## config.mk

```make
export PLATFORM = sky130hd
export DESIGN_NAME = wfa_fetch_gen
export DESIGN_NICKNAME = d
export VERILOG_FILES = /design/src/rtl/wfa_pkg.sv /design/src/rtl/wfa_geom.sv /design/src/rtl/wfa_walker.sv /design/src/rtl/wfa_fetch_gen.sv
export SDC_FILE = /design/constraint.sdc
export NUM_CORES = 1
export LEC_CHECK = 0
export CELL_PAD_IN_SITES_DETAIL_PLACEMENT = 2
export CELL_PAD_IN_SITES_GLOBAL_PLACEMENT = 2
export CORE_AREA = 10 10 205 245
export CTS_CLUSTER_DIAMETER = 150
export DETAILED_ROUTE_END_ITERATION = 10
export DIE_AREA = 0 0 215 255
export PLACE_DENSITY_LB_ADDON = 0.1
export REMOVE_ABC_BUFFERS = 1
export SLEW_MARGIN = 20
export SYNTH_ARGS = -nofsm -noshare
export SYNTH_HDL_FRONTEND = slang
export SYNTH_SLANG_ARGS = --single-unit
export TNS_END_PERCENT = 1
```

## constraint.sdc

```tcl
create_clock -name clk -period 10.7 [get_ports clk]
set_clock_uncertainty 0.2 [all_clocks]
set_input_delay 2.675 -clock clk [delete_from_list [all_inputs] [get_ports clk]]
set_output_delay 2.675 -clock clk [all_outputs]
set_load 0.01 [all_outputs]
```

## src/rtl/wfa_pkg.sv

```systemverilog
package wfa_pkg;

  typedef enum logic [1:0] {
    FMT_X1555 = 2'd0,
    FMT_R565  = 2'd1,
    FMT_X888  = 2'd2,
    FMT_A8888 = 2'd3
  } pix_fmt_e;

  typedef enum logic [1:0] {
    SWP_NONE = 2'b00,
    SWP_HALF = 2'b01,
    SWP_WORD = 2'b10
  } swap_e;

  typedef enum logic [1:0] {
    WS_IDLE = 2'd0,
    WS_RUN  = 2'd1,
    WS_DONE = 2'd2
  } walk_st_e;

  // bytes per pixel as a shift amount (1 -> 2 bytes, 2 -> 4 bytes)
  function automatic logic [1:0] px_shift(input logic [1:0] f);
    return (f == FMT_X1555 || f == FMT_R565) ? 2'd1 : 2'd2;
  endfunction

  function automatic swap_e swap_for(input logic [1:0] f);
    return (f == FMT_X1555 || f == FMT_R565) ? SWP_HALF : SWP_WORD;
  endfunction

endpackage

```

## src/rtl/wfa_geom.sv

```systemverilog
module wfa_geom
  import wfa_pkg::*;
#(
  parameter int AW           = 32,
  parameter int PW           = 16,
  parameter int WW           = 12,
  parameter int HW           = 12,
  parameter int NARROW_PX    = 128,
  parameter int WIDE_WORDS   = 16,
  parameter int NARROW_WORDS = 8,
  parameter bit WIDE_LAYOUT  = 1'b0,
  parameter int LBW          = WW + 2,
  parameter int BBW          = $clog2(WIDE_WORDS * 4 + 1)
) (
  input  logic           clk,
  input  logic           rst_n,
  input  logic           load,
  input  logic [PW-1:0]  pitch_i,
  input  logic [AW-1:0]  base_i,
  input  logic [WW-1:0]  width_i,
  input  logic [HW-1:0]  height_i,
  input  logic [1:0]     fmt_i,
  output logic [LBW-1:0] line_bytes_o,
  output logic [PW-1:0]  pitch_o,
  output logic [HW-1:0]  height_o,
  output logic [BBW-1:0] burst_bytes_o,
  output logic [AW-1:0]  end_addr_o,
  output logic [31:0]    stride_word_o,
  output logic [1:0]     swap_o
);

  localparam int FULL_B   = WIDE_WORDS * 4;
  localparam int NARROW_B = NARROW_WORDS * 4;

  logic [AW-1:0]  base_q,  base_d;
  logic [PW-1:0]  pitch_q, pitch_d;
  logic [HW-1:0]  hgt_q,   hgt_d;
  logic [LBW-1:0] lb_q,    lb_d;
  logic [BBW-1:0] bb_q,    bb_d;
  logic [1:0]     swp_q,   swp_d;

  // next-state: capture on load only
  always_comb begin
    base_d  = base_q;
    pitch_d = pitch_q;
    hgt_d   = hgt_q;
    lb_d    = lb_q;
    bb_d    = bb_q;
    swp_d   = swp_q;
    if (load) begin
      base_d  = base_i;
      pitch_d = pitch_i;
      hgt_d   = height_i;
      lb_d    = LBW'(width_i) << px_shift(fmt_i);
      bb_d    = (32'(width_i) < NARROW_PX) ? BBW'(NARROW_B) : BBW'(FULL_B);
      swp_d   = swap_for(fmt_i);
    end
  end

  always_ff @(posedge clk or negedge rst_n) begin
    if (!rst_n) begin
      base_q  <= '0;
      pitch_q <= '0;
      hgt_q   <= '0;
      lb_q    <= '0;
      bb_q    <= BBW'(FULL_B);
      swp_q   <= SWP_NONE;
    end else begin
      base_q  <= base_d;
      pitch_q <= pitch_d;
      hgt_q   <= hgt_d;
      lb_q    <= lb_d;
      bb_q    <= bb_d;
      swp_q   <= swp_d;
    end
  end

  logic [31:0] skip_ext;
  logic [31:0] lb_ext;
  assign skip_ext = 32'(pitch_q) - 32'(lb_q);
  assign lb_ext   = 32'(lb_q);

  generate
    if (WIDE_LAYOUT) begin : g_wide
      assign stride_word_o = {2'b00, skip_ext[14:0], lb_ext[14:0]};
    end else begin : g_norm
      assign stride_word_o = {4'b0000, skip_ext[13:0], lb_ext[13:0]};
    end
  endgenerate

  assign end_addr_o    = base_q + AW'(pitch_q) * AW'(hgt_q);
  assign line_bytes_o  = lb_q;
  assign pitch_o       = pitch_q;
  assign height_o      = hgt_q;
  assign burst_bytes_o = bb_q;
  assign swap_o        = swp_q;


  burst_size_chk: assert property (@(posedge clk) disable iff (!rst_n)
    load |=> (burst_bytes_o == BBW'(FULL_B)) || (burst_bytes_o == BBW'(NARROW_B)));

endmodule

```

## src/rtl/wfa_walker.sv

```systemverilog
module wfa_walker
  import wfa_pkg::*;
#(
  parameter int AW  = 32,
  parameter int PW  = 16,
  parameter int HW  = 12,
  parameter int LBW = 14,
  parameter int BBW = 7
) (
  input  logic           clk,
  input  logic           rst_n,
  input  logic           win_en,
  input  logic           frame_start,
  input  logic           req_ready,
  input  logic           cfg_empty,
  input  logic [AW-1:0]  base_i,
  input  logic [LBW-1:0] line_bytes_i,
  input  logic [PW-1:0]  pitch_i,
  input  logic [HW-1:0]  height_i,
  input  logic [BBW-1:0] burst_bytes_i,
  output logic           load_o,
  output logic           req_valid,
  output logic [AW-1:0]  req_addr,
  output logic [BBW-1:0] req_len,
  output logic           frame_done
);

  walk_st_e       st_q, st_d;
  logic [AW-1:0]  lbase_q, lbase_d;
  logic [LBW-1:0] off_q, off_d;
  logic [HW-1:0]  line_q, line_d;

  logic [LBW-1:0] remain;
  logic           tail;
  logic           last_line;
  logic           take;

  assign remain    = line_bytes_i - off_q;
  assign tail      = remain <= LBW'(burst_bytes_i);
  assign last_line = line_q == (height_i - HW'(1));
  assign load_o    = frame_start && (st_q != WS_RUN);
  assign req_valid = (st_q == WS_RUN) && win_en;
  assign take      = req_valid && req_ready;
  assign req_addr  = lbase_q + AW'(off_q);
  assign req_len   = tail ? BBW'(remain) : burst_bytes_i;
  assign frame_done = (st_q == WS_DONE);

  always_comb begin
    st_d    = st_q;
    lbase_d = lbase_q;
    off_d   = off_q;
    line_d  = line_q;
    if (load_o) begin
      st_d    = cfg_empty ? WS_DONE : WS_RUN;
      lbase_d = base_i;
      off_d   = '0;
      line_d  = '0;
    end else if (take) begin
      if (tail) begin
        off_d = '0;
        if (last_line) begin
          st_d = WS_DONE;
        end else begin
          lbase_d = lbase_q + AW'(pitch_i);
          line_d  = line_q + HW'(1);
        end
      end else begin
        off_d = off_q + LBW'(burst_bytes_i);
      end
    end
  end

  always_ff @(posedge clk or negedge rst_n) begin
    if (!rst_n) begin
      st_q    <= WS_IDLE;
      lbase_q <= '0;
      off_q   <= '0;
      line_q  <= '0;
    end else begin
      st_q    <= st_d;
      lbase_q <= lbase_d;
      off_q   <= off_d;
      line_q  <= line_d;
    end
  end


  win_gate_chk: assert property (@(posedge clk) disable iff (!rst_n)
    !win_en |-> !req_valid);


  stall_hold_chk: assert property (@(posedge clk) disable iff (!rst_n)
    req_valid && !req_ready |=> $stable(req_addr) && $stable(req_len));


  len_bound_chk: assert property (@(posedge clk) disable iff (!rst_n)
    req_valid |-> (req_len != '0) && (req_len <= burst_bytes_i));


  done_hold_chk: assert property (@(posedge clk) disable iff (!rst_n)
    frame_done && !frame_start |=> frame_done);


  done_quiet_chk: assert property (@(posedge clk) disable iff (!rst_n)
    frame_done |-> !req_valid);

endmodule

```

## src/rtl/wfa_fetch_gen.sv

```systemverilog
module wfa_fetch_gen
  import wfa_pkg::*;
#(
  parameter int AW           = 32,
  parameter int PW           = 16,
  parameter int WW           = 12,
  parameter int HW           = 12,
  parameter int NARROW_PX    = 128,
  parameter int WIDE_WORDS   = 16,
  parameter int NARROW_WORDS = 8,
  parameter bit WIDE_LAYOUT  = 1'b0,
  localparam int LBW         = WW + 2,
  localparam int BBW         = $clog2(WIDE_WORDS * 4 + 1)
) (
  input  logic           clk,
  input  logic           rst_n,
  input  logic           win_en,
  input  logic           frame_start,
  input  logic [AW-1:0]  base_addr,
  input  logic [PW-1:0]  pitch,
  input  logic [WW-1:0]  width_px,
  input  logic [HW-1:0]  height,
  input  logic [1:0]     fmt,
  input  logic           req_ready,
  output logic           req_valid,
  output logic [AW-1:0]  req_addr,
  output logic [BBW-1:0] req_len,
  output logic           frame_done,
  output logic [AW-1:0]  end_addr,
  output logic [31:0]    stride_word,
  output logic [1:0]     swap_mode,
  output logic [BBW-1:0] burst_bytes
);

  logic           load;
  logic [LBW-1:0] line_bytes;
  logic [PW-1:0]  pitch_r;
  logic [HW-1:0]  height_r;
  logic           cfg_empty;

  assign cfg_empty = (width_px == '0) || (height == '0);

  wfa_geom #(
    .AW(AW), .PW(PW), .WW(WW), .HW(HW), .NARROW_PX(NARROW_PX),
    .WIDE_WORDS(WIDE_WORDS), .NARROW_WORDS(NARROW_WORDS),
    .WIDE_LAYOUT(WIDE_LAYOUT), .LBW(LBW), .BBW(BBW)
  ) u_geom (
    .clk          (clk),
    .rst_n        (rst_n),
    .load         (load),
    .pitch_i      (pitch),
    .base_i       (base_addr),
    .width_i      (width_px),
    .height_i     (height),
    .fmt_i        (fmt),
    .line_bytes_o (line_bytes),
    .pitch_o      (pitch_r),
    .height_o     (height_r),
    .burst_bytes_o(burst_bytes),
    .end_addr_o   (end_addr),
    .stride_word_o(stride_word),
    .swap_o       (swap_mode)
  );

  wfa_walker #(
    .AW(AW), .PW(PW), .HW(HW), .LBW(LBW), .BBW(BBW)
  ) u_walk (
    .clk          (clk),
    .rst_n        (rst_n),
    .win_en       (win_en),
    .frame_start  (frame_start),
    .req_ready    (req_ready),
    .cfg_empty    (cfg_empty),
    .base_i       (base_addr),
    .line_bytes_i (line_bytes),
    .pitch_i      (pitch_r),
    .height_i     (height_r),
    .burst_bytes_i(burst_bytes),
    .load_o       (load),
    .req_valid    (req_valid),
    .req_addr     (req_addr),
    .req_len      (req_len),
    .frame_done   (frame_done)
  );


  empty_cfg_chk: assert property (@(posedge clk) disable iff (!rst_n)
    load && cfg_empty |=> frame_done && !req_valid);

endmodule

```

==> out/results.ini <==
[outcome]
run_status=completed

[clock_network]
numCtsBuffers=17
htreeDepth=4
cts_hold_buf=0
cts_setup_buffers=0
root_buffer=clkbuf_16
cts_resized=0
clock_sinks=133
clk_path_buf_depth=2
cts_tree=done
path_clk_slew_ns=0.07
clock_latency_ns=0.46

[placed_design]
io_buffers=182
hpwlAfterDp_um=42340
gp_congestion=0.8182

[worst_hold_path]
hold_path_class=reg2reg
hold_start=u_geom.base_q[0]

[synth]
yosysSeqAreaShare_pct=21.24
ys.flop_type=dfrtp_1
synthCells=1833
synthDistinctLibCells=78
synth_top_family_by_area=adder cells
synth_compound_area_share_pct=10.62
async_flop_share_pct=100.0
netlist_area_um2=15680
synth_fa_ha_area_share_pct=31.77
yosys_warnings=0
synth_area_per_cell_um2=8.552
synth_seq_cells=133
synth.area.mux_share_pct=1.660
synthTopCellsByArea=fa_1 22%, dfrtp_1 21%, ha_1 10%
synth_xor_area_share_pct=5.803
yosys.area_share.simple_pct=19.50
netlist.top_cell.by_area=fa_1
synth_edf_count=0
synth_top_area_share_pct=21.71

[floorplan]
start_util_pct=34.44
coreArea_um2=45520
core.rowCount=86
die-width_um=215
io_pins=193
dieArea_um2=54830
die_h_um=255

[setup_path]
cp.required_ns=7.83
timing.rr.start=u_walk.off_q[5]
arrival_ns=7.43
start_kind=flip-flop
critPathLaunch=u_geom.height_o[0]
critical_path_class=reg2out
crit_path_end_kind=output pin
cp_max_fo=20

[timing]
post-route-min-period_ns=10.31
finalMaxSlewViolations=0
maxSlewHeadroom_pct=25.01
tightest_slew_ns=1.120
fin_crit_sh_pct=96.34
setup_viol=0
fmax_mhz=97.01
timing.setup.tns_ns=0
rsz0062_at_grt=no
hold_viol_final=0

[routing]
ant_nets=0
dr.pass1.iters=6
first_iter_violations=492
drt_wl_total_um=52850
route.detailed.drc=0
post_drt_wl_per_cell_um=20.36
vias=13100
viasPerCell=5.045

[finish]
nNetsFinal=2342
layout_commonest_cell=nand2_1
final_cell_mix=313 x nand2_1, 279 x inv_1, 181 x clkdlybuf4s50_1, 170 x fa_1, 126 x ha_1
final_layout_size_suffix_gt1_share_pct=4.697
syn2layout_area_growth_pct=19.36
n_antenna_cell=0

[global_route]
antenna_found_initial=0
grt_pass1_vias=15340
grt_use_total_pct=19.61
grt_start_max_net_pins=80
grt_pass1_wl_um=84880
grt_overflow=0

[flow_run]
max-cap-violations=0

[layer usage]
metal | GRT usage (%) | routed length [um]
met3 | 2.719 | 1356
met5 | 0 | 0
met2 | 37.16 | 28210
met4 | 4.974 | 879
met1 | 22.75 | 22400
[sequential cells by signal, indices dropped and copies added (netlist names)]
register / count
u_geom.height_o: 12
u_walk.off_q: 9
u_walk.line_q: 12
u_geom.pitch_o: 16
u_geom.line_bytes_o: 14
u_geom.burst_bytes_o: 2
u_geom.base_q: 32
u_walk.st_q: 2
u_geom.swap_o: 2
u_walk.lbase_q: 32
[cell families (layout without fill, tap and decap cells)]
logic type | count (synthesis) | in the layout
other | 2 | 11
muxes | 26 | 26
DFF | 133 | 133
adders and majority gates | 296 | 296
buffers and inverters | 369 | 507
AOI/OAI and AO/OA | 263 | 263
xor gates and xnor gates | 103 | 103
and+or+nand+nor | 641 | 641
[path summary, 6_finish.rpt]
| check | endpoint | slack (ns) | cells past startpoint |
|---|---|---|---|
| worst max-delay path | end_addr[30] | 0.39 | 21 |
| worst min-delay path | u_geom.base_q[0] | 0.28 | 2 |
| worst max register to register | u_walk.lbase_q[25] | 6.02 | 13 |
| worst min register to register | u_geom.base_q[0] | 0.28 | 2 |
| max in group asynchronous | u_geom.height_o[6] | 6.82 | 2 |
| min in group asynchronous | u_geom.swap_o[1] | 2.03 | 1 |
[cell type report]
class | instances | area, um2
Inverter | 279 | 1047
Multi-Input combinational cell | 1340 | 10930
Sequential cell | 133 | 3354
Clock inverter | 15 | 255.2
Fill cell | 5043 | 26810
Tap cell | 616 | 770.7
Clock buffer | 17 | 425.4
Timing Repair Buffer | 196 | 1928
[cell usage after synthesis (7+ instances only)]
cell,instances
a211oi_1,8
xnor2_1,59
clkbuf_1,67
or3_1,7
and3_1,16
nand2_1,313
fa_1,170
o21ai_1,13
a21o_1,14
nor2b_1,10
nor3_1,24
a21oi_1,50
nor4_1,7
o31ai_1,7
xor2_1,43
nor2_1,72
o21a_1,17
nand3_1,33
a31oi_1,8
and2_1,98
dfrtp_1,132
o21ai_0,86
buf_4,11
mux2i_1,26
nand4_1,25
ha_1,126
inv_1,279
[worst max-delay path, cell delays in order, from the launching register on]
cell	delay, ns
dfrtp_2	0.56
and2_1	0.23
fa_1	0.53
inv_1	0.05
fa_1	0.47
inv_1	0.06
fa_1	0.50
inv_1	0.05
fa_1	0.50
fa_1	0.55
inv_1	0.05
ha_1	0.33
a21oi_1	0.22
o211ai_1	0.25
o2111ai_1	0.27
nand4_1	0.35
nor2_1	0.28
o31ai_1	0.14
or4_1	0.46
a2111o_1	0.37
o311ai_1	0.11
clkdlybuf4s50_1	0.62
[through the flow]
| stage | instances | setup WS [ns] | hold WS, ns | utilization [%] | instance area [um2] |
|---|---|---|---|---|---|
| after global placement | 2564 | 0.7426 | 0.2651 | 39.54 | 18000 |
| after detailed placement | 2564 | 0.5448 | 0.2724 | 39.54 | 18000 |
| final | 2596 | 0.3915 | 0.2836 | 41.10 | 18710 |
| after floorplan | 1752 | 2.250 | 0.2499 | - | 15290 |
| after global routing | 2596 | 0.01957 | 0.3114 | 41.10 | 18710 |
| after CTS | 2596 | 0.02134 | 0.2900 | 41.03 | 18680 |
Power is left out: the tool's default activity adds up to more than one toggle a clock period on the data nets, which glitch-free logic cannot reach.
